### config.mk
export PLATFORM = sky130hd
export DESIGN_NAME = e1_line_encoder
export DESIGN_NICKNAME = d
export VERILOG_FILES = /design/src/rtl/e1lc_pkg.sv /design/src/rtl/e1lc_subst.sv /design/src/rtl/e1lc_polarity.sv /design/src/rtl/e1lc_rail_map.sv /design/src/rtl/e1_line_encoder.sv
export SDC_FILE = /design/constraint.sdc
export NUM_CORES = 1
export LEC_CHECK = 0
export BUFFER_PORTS_ARGS = -buffer_cell sky130_fd_sc_hd__buf_2
export CAP_MARGIN = 20
export CELL_PAD_IN_SITES_DETAIL_PLACEMENT = 0
export CELL_PAD_IN_SITES_GLOBAL_PLACEMENT = 1
export CORE_ASPECT_RATIO = 1.4
export CORE_MARGIN = 3
export CORE_UTILIZATION = 42
export DETAILED_ROUTE_END_ITERATION = 10
export PLACE_DENSITY = 0.85
export SLEW_MARGIN = 20
export SYNTH_ARGS = -nofsm -noshare
export SYNTH_HDL_FRONTEND = slang
export SYNTH_HIERARCHICAL = 1
export SYNTH_SLANG_ARGS = --single-unit
### constraint.sdc
create_clock -name clk -period 1.9 [get_ports clk]
set_input_delay 0.095 -clock clk [delete_from_list [all_inputs] [get_ports clk]]
set_output_delay 0.095 -clock clk [all_outputs]
set_load 0.05 [all_outputs]
### src/rtl/e1lc_pkg.sv
// Shared types for the E1 line code encoder.
// Assumes: two half-bit slots per bit period, [1] sent first.
package e1lc_pkg;
    localparam int RUN_LEN = 4;   // HDB3 zero-run length that triggers substitution

    typedef enum logic [1:0] {
        LC_AMI      = 2'b00,
        LC_HDB3     = 2'b01,
        LC_CMI      = 2'b10,
        LC_CMI_HDB3 = 2'b11
    } lc_mode_e;

    typedef enum logic [1:0] {
        SYM_SPACE = 2'd0,
        SYM_MARK  = 2'd1,
        SYM_BPUL  = 2'd2,
        SYM_VPUL  = 2'd3
    } sym_e;

    typedef enum logic [1:0] {
        TER_ZERO = 2'd0,
        TER_POS  = 2'd1,
        TER_NEG  = 2'd2
    } ter_e;
endpackage

### src/rtl/e1lc_subst.sv
// Zero-run substitution pipeline.
// Holds RUN_LEN symbols so that a run of RUN_LEN zeros can be rewritten
// once its last zero arrives: the newest becomes V, and the oldest becomes B
// when the pulse count since the last substitution is even.
// Assumes RUN_LEN >= 2. With subst_en low the pipeline is a plain delay.
module e1lc_subst
    import e1lc_pkg::*;
#(
    parameter int RUN_LEN = 4
) (
    input  logic clk,
    input  logic rst_n,
    input  logic subst_en,
    input  logic din,
    output sym_e sym_o
);
    localparam int CW = $clog2(RUN_LEN + 1);

    sym_e          pipe_q [RUN_LEN];
    sym_e          pipe_d [RUN_LEN];
    logic [CW-1:0] zrun_q, zrun_d;
    logic          odd_q, odd_d;
    logic          fire;

    // Next pipeline contents, run counter and pulse parity.
    always_comb begin
        fire      = subst_en && !din && (zrun_q == CW'(RUN_LEN - 1));
        pipe_d[0] = fire ? SYM_VPUL : (din ? SYM_MARK : SYM_SPACE);
        for (int i = 1; i < RUN_LEN; i++) pipe_d[i] = pipe_q[i-1];
        if (fire && !odd_q) pipe_d[RUN_LEN-1] = SYM_BPUL;

        zrun_d = zrun_q;
        if (din || fire)                      zrun_d = '0;
        else if (zrun_q != CW'(RUN_LEN - 1))  zrun_d = zrun_q + CW'(1);

        odd_d = odd_q;
        if (fire)     odd_d = 1'b0;
        else if (din) odd_d = ~odd_q;
    end

    // State registers with synchronous reset to an idle, even-parity line.
    always_ff @(posedge clk) begin
        if (!rst_n) begin
            for (int i = 0; i < RUN_LEN; i++) pipe_q[i] <= SYM_SPACE;
            zrun_q <= '0;
            odd_q  <= 1'b0;
        end else begin
            for (int i = 0; i < RUN_LEN; i++) pipe_q[i] <= pipe_d[i];
            zrun_q <= zrun_d;
            odd_q  <= odd_d;
        end
    end

    assign sym_o = pipe_q[RUN_LEN-1];
endmodule

### src/rtl/e1lc_polarity.sv
// Polarity assignment.
// Marks and B pulses alternate from the previous pulse; V repeats it.
// Assumes the first pulse after reset is positive.
module e1lc_polarity
    import e1lc_pkg::*;
(
    input  logic clk,
    input  logic rst_n,
    input  sym_e sym_i,
    output ter_e ter_o
);
    logic last_pos_q;

    // Map the symbol to a signed ternary value.
    always_comb begin
        unique case (sym_i)
            SYM_SPACE:          ter_o = TER_ZERO;
            SYM_MARK, SYM_BPUL: ter_o = last_pos_q ? TER_NEG : TER_POS;
            SYM_VPUL:           ter_o = last_pos_q ? TER_POS : TER_NEG;
            default:            ter_o = TER_ZERO;
        endcase
    end

    // Remember the polarity of the latest pulse.
    always_ff @(posedge clk) begin
        if (!rst_n)                  last_pos_q <= 1'b0;
        else if (sym_i != SYM_SPACE) last_pos_q <= (ter_o == TER_POS);
    end
endmodule

### src/rtl/e1lc_rail_map.sv
// Output mapper and register.
// Turns a ternary symbol into two half-bit slots on two rails for the
// selected code family and rail arrangement.
// Assumes cmi and single are static outside reset.
module e1lc_rail_map
    import e1lc_pkg::*;
(
    input  logic       clk,
    input  logic       rst_n,
    input  ter_e       ter_i,
    input  logic       cmi,
    input  logic       single,
    output logic [1:0] rail_p_o,
    output logic [1:0] rail_n_o
);
    logic [1:0] level;
    logic [1:0] p_d, n_d;

    // Compute the half-bit slots for both rails.
    always_comb begin
        unique case (ter_i)
            TER_POS: level = 2'b11;
            TER_NEG: level = 2'b00;
            default: level = 2'b01;
        endcase
        if (cmi) begin
            p_d = level;
            n_d = single ? 2'b00 : ~level;
        end else if (single) begin
            p_d = (ter_i != TER_ZERO) ? 2'b11 : 2'b00;
            n_d = 2'b00;
        end else begin
            p_d = (ter_i == TER_POS) ? 2'b11 : 2'b00;
            n_d = (ter_i == TER_NEG) ? 2'b11 : 2'b00;
        end
    end

    // Register the outputs; both rails are low in reset.
    always_ff @(posedge clk) begin
        if (!rst_n) begin
            rail_p_o <= 2'b00;
            rail_n_o <= 2'b00;
        end else begin
            rail_p_o <= p_d;
            rail_n_o <= n_d;
        end
    end
endmodule

### src/rtl/e1_line_encoder.sv
// E1 selectable line code encoder, top level.
// Captures the code and the rail choice while reset is low, then runs the
// substitution pipeline, the polarity stage and the output register.
// Assumes one NRZ bit per clock; latency is RUN_LEN clocks in every mode.
module e1_line_encoder
    import e1lc_pkg::*;
#(
    parameter int RUN_LEN = e1lc_pkg::RUN_LEN
) (
    input  logic       clk,
    input  logic       rst_n,
    input  logic [1:0] code_sel,
    input  logic       single_rail,
    input  logic       nrz_in,
    output logic [1:0] line_p,
    output logic [1:0] line_n
);
    lc_mode_e mode_q;
    logic     single_q;
    sym_e     sym;
    ter_e     ter;

    // Configuration is loaded only during reset.
    always_ff @(posedge clk) begin
        if (!rst_n) begin
            mode_q   <= lc_mode_e'(code_sel);
            single_q <= single_rail;
        end
    end

    e1lc_subst #(.RUN_LEN(RUN_LEN)) u_subst (
        .clk     (clk),
        .rst_n   (rst_n),
        .subst_en(mode_q[0]),
        .din     (nrz_in),
        .sym_o   (sym)
    );

    e1lc_polarity u_pol (
        .clk  (clk),
        .rst_n(rst_n),
        .sym_i(sym),
        .ter_o(ter)
    );

    e1lc_rail_map u_map (
        .clk     (clk),
        .rst_n   (rst_n),
        .ter_i   (ter),
        .cmi     (mode_q[1]),
        .single  (single_q),
        .rail_p_o(line_p),
        .rail_n_o(line_n)
    );
endmodule

==> out/summary.txt <==
=====================================================================================
Number of clock buffers inserted by TritonCTS ..........................            3
Status ................................................................. complete, no violations
Cell row count .........................................................           17
Sum Neg Setup Slack ....................................................         0 ns
Number of global-route vias before repair ..............................          522
Buffer type at the clock tree root ..................................... sky130_fd_sc_hd__clkbuf_4
Maximum number of pins on one net before global-route repair ...........           15
Post-cts repair resize count ...........................................            0
Startpoint type of the worst setup path ................................    flip-flop
Cells after Synth ......................................................           71
Clock-pin slew of the registers on the worst-case setup and hold paths .      0.11 ns
Total of max-cap violations ............................................            0
Top cell types by occurrence after synthesis ........................... sky130_fd_sc_hd__dfxtp_1 (17), sky130_fd_sc_hd__nand2b_1 (5)
Pins Over Slew Limit ...................................................            0
Routability cong. ......................................................        0.666
Clk sink count .........................................................           20
Routed len/inst ........................................................      11.0 µm
Starting density of the core ...........................................        47.0%
Setup skew after layout ................................................   0.00684 ns
Drt first-iter violations ..............................................            3
Sort of element at the end of the critical path ........................    flip-flop
Total gr overflow ......................................................            0
Ys async rst share .....................................................           0%
Class of the most critical setup path ..................................   reg -> reg
Synthesis-to-finish area growth ........................................        14.4%
Later-pin clock latency in the skew report .............................      0.29 ns
Horiz. Die Dim .........................................................      42.6 µm
Proportion of layout cells with a drive suffix above 1 .................        22.1%
Count of boundary I/O pins .............................................           10
Peak clock frequency supported by timing ...............................      642 MHz
Max_slew headroom ......................................................        80.4%
Number of distinct library cells after synthesis .......................           28
ANT nets after route ...................................................            0
Synth Flop Type ........................................................ sky130_fd_sc_hd__dfxtp_1
Area of the mapped netlist .............................................      790 µm²
Worst Max-Slew Pin Slew ................................................     0.294 ns
Detailed Route WL ......................................................      1.15 mm
Number of levels in the clock H-tree ...................................            1
Floorplan die height ...................................................      57.3 µm
Overall power consumption ..............................................     0.707 mW
Largest area contributor in the synthesized netlist .................... sky130_fd_sc_hd__dfxtp_1
Library cell with the highest instance count after synthesis ........... sky130_fd_sc_hd__dfxtp_1
Net count of the mapped netlist ........................................           81
Area of the core region ................................................     1680 µm²
Critical Path, Cell by Cell ............................................ inv_1 -> ha_1 -> mux2_2 -> xor2_1 -> o221a_2
Count of state elements after synthesis ................................           20
Finish-stage setup viols ...............................................            0
Wire length of the first global-routing pass ...........................      2.06 mm
Area enclosed by the die boundary ......................................     2440 µm²
Detailed Routing Iterations Pass 1 .....................................            2
RSZ-0062 raised after global routing ...................................           no
Post-synthesis average cell area .......................................     11.1 µm²
Finished Core Util .....................................................        53.8%
Top area cells in the synthesized netlist .............................. sky130_fd_sc_hd__dfxtp_1 (43%), sky130_fd_sc_hd__edfxtp_1 (11%), sky130_fd_sc_hd__ha_1 (6.3%), sky130_fd_sc_hd__nand2b_1 (4.0%), sky130_fd_sc_hd__and2_1 (3.2%)
DRC violation count after routing ......................................            0
Worst endpoint data arrival time .......................................      1.76 ns
Placed wire-length estimate after detailed placement ...................       813 µm
Number of flops mapped to enable cells by yosys ........................            3
Shortest period the worst path allows ..................................      1.56 ns
Leakage power of the design ............................................     0.367 nW
Hold crit path type ....................................................    in -> reg
Vias per std cell ......................................................         4.91
Overall global routing resource usage ..................................        10.9%
VDD IR max .............................................................   0.000432 V
Setup repair bufs after CTS ............................................            0
Sequential cell area fraction in the yosys report ......................        54.5%
Hold-fix buffers at CTS ................................................            3
CP Max Fanout ..........................................................            7
CTS tree ...............................................................          yes
Number of antenna violations at the first check in global routing ......            0
YS warnings ............................................................            6
Slowest stage cell on the critical path ................................ sky130_fd_sc_hd__dfxtp_1
Worst EP required ......................................................      2.10 ns
Final Cycle Share ......................................................        82.0%
Overall via count from detail_route ....................................          516
Endpoints failing hold .................................................            0
Net count, final .......................................................           97
Longest individual stage delay on the worst path .......................      0.35 ns
Antenna diodes .........................................................            0
Share of Yosys cell area claimed by the top area cell type .............        43.1%
Power density over cell area ...........................................   783 nW/µm²
CTS Buffer Depth .......................................................            2
Count of input and output buffers ......................................            9
=====================================================================================
## sequential cells by signal (all words and copies together) (netlist names)
register	flops
mode_q	2
u_subst/odd_q	1
single_q	1
u_pol/last_pos_q	1
u_map/rail_p_o	2
u_subst/pipe_q	8
u_subst/zrun_q	3
u_map/rail_n_o	2
## final timing paths
kind / from / to / slack, ns / cells after the start
setup / recovery: u_subst/pipe_q[3][0] / u_map/rail_p_o[0] / 0.34 / 5
setup reg to reg: u_subst/pipe_q[3][0] / u_map/rail_p_o[0] / 0.34 / 5
hold reg to reg: u_subst/pipe_q[2][0] / u_subst/pipe_q[3][0] / 0.43 / 2
hold / removal: nrz_in / u_subst/pipe_q[3][0] / 0.11 / 3
## routing by layer
metal	wire, µm	vias up	track usage (%)
met3	38	2	1.89
met2	581	6	18.7
met1	521	240	11.7
met5	0	-	0
li1	-	268	-
met4	12	0	8.00
## final cells by class
| cell class | instances | area [µm²] |
|---|---|---|
| multi-input cells | 46 | 333 |
| well taps | 19 | 23.8 |
| flip-flops and latches | 20 | 430 |
| repair buffers | 12 | 75.1 |
| inverters | 4 | 15.0 |
| clock buffers | 3 | 22.5 |
| clock inverters | 1 | 3.75 |
| fillers | 161 | 777 |
## critical path, delay by kind of cell (launching register included)
kind / cells / cell delay (ns)
XOR/XNOR: 1 / 0.17
flip-flops: 1 / 0.35
adder cells (fa/ha/maj): 1 / 0.32
AO/OA/AOI/OAI: 1 / 0.24
buffers and inverters: 1 / 0.05
multiplexers: 1 / 0.34
## cell families (layout without fill, tap and decap cells)
group / after synthesis / after routing / synth area share, %
mux: 3 / 3 / 4.12
compound gates: 11 / 11 / 9.98
xor+xnor: 1 / 1 / 1.11
simple gates: 27 / 27 / 20.6
buf+inv: 5 / 20 / 3.33
flops: 20 / 20 / 54.5
fa+ha+maj: 4 / 4 / 6.34
## through the flow
stage / hold slack, ns / area (µm²) / instances / setup slack (ns)
3_3_place_gp: 0.272 / 847 / 98 / 0.383
4_1_cts: 0.107 / 903 / 105 / 0.351
6_report: 0.108 / 903 / 105 / 0.343
2_1_floorplan: 0.194 / 790 / 71 / 0.415
5_1_grt: 0.121 / 903 / 105 / 0.315
3_5_place_dp: 0.273 / 847 / 98 / 0.355
## report_power, final
| part | leakage (nW) | internal [mW] | total (mW) | switching, mW |
|---|---|---|---|---|
| Clock | 0.0154 | 0.0764 | 0.200 | 0.123 |
| Combinational | 0.184 | 0.0238 | 0.0529 | 0.0291 |
| Sequential | 0.168 | 0.445 | 0.455 | 0.00979 |
## cell usage in the layout (no fill, tap or decap), types with 2 or more instances in the layout
master / Yosys / routed
sky130_fd_sc_hd__mux2_2: 2 / 2
sky130_fd_sc_hd__a21oi_1: 3 / 3
sky130_fd_sc_hd__dfxtp_1: 17 / 17
sky130_fd_sc_hd__buf_2: 0 / 9
sky130_fd_sc_hd__dlygate4sd3_1: 0 / 3
sky130_fd_sc_hd__clkbuf_4: 0 / 3
sky130_fd_sc_hd__edfxtp_1: 3 / 3
sky130_fd_sc_hd__ha_1: 4 / 4
sky130_fd_sc_hd__nand2b_1: 5 / 5
sky130_fd_sc_hd__nand3b_1: 2 / 2
sky130_fd_sc_hd__nor2_1: 4 / 4
sky130_fd_sc_hd__nor2b_1: 4 / 4
sky130_fd_sc_hd__nand2_1: 3 / 3
sky130_fd_sc_hd__inv_1: 4 / 4
sky130_fd_sc_hd__and2_1: 4 / 4
Power figures use the tool's default switching activity.
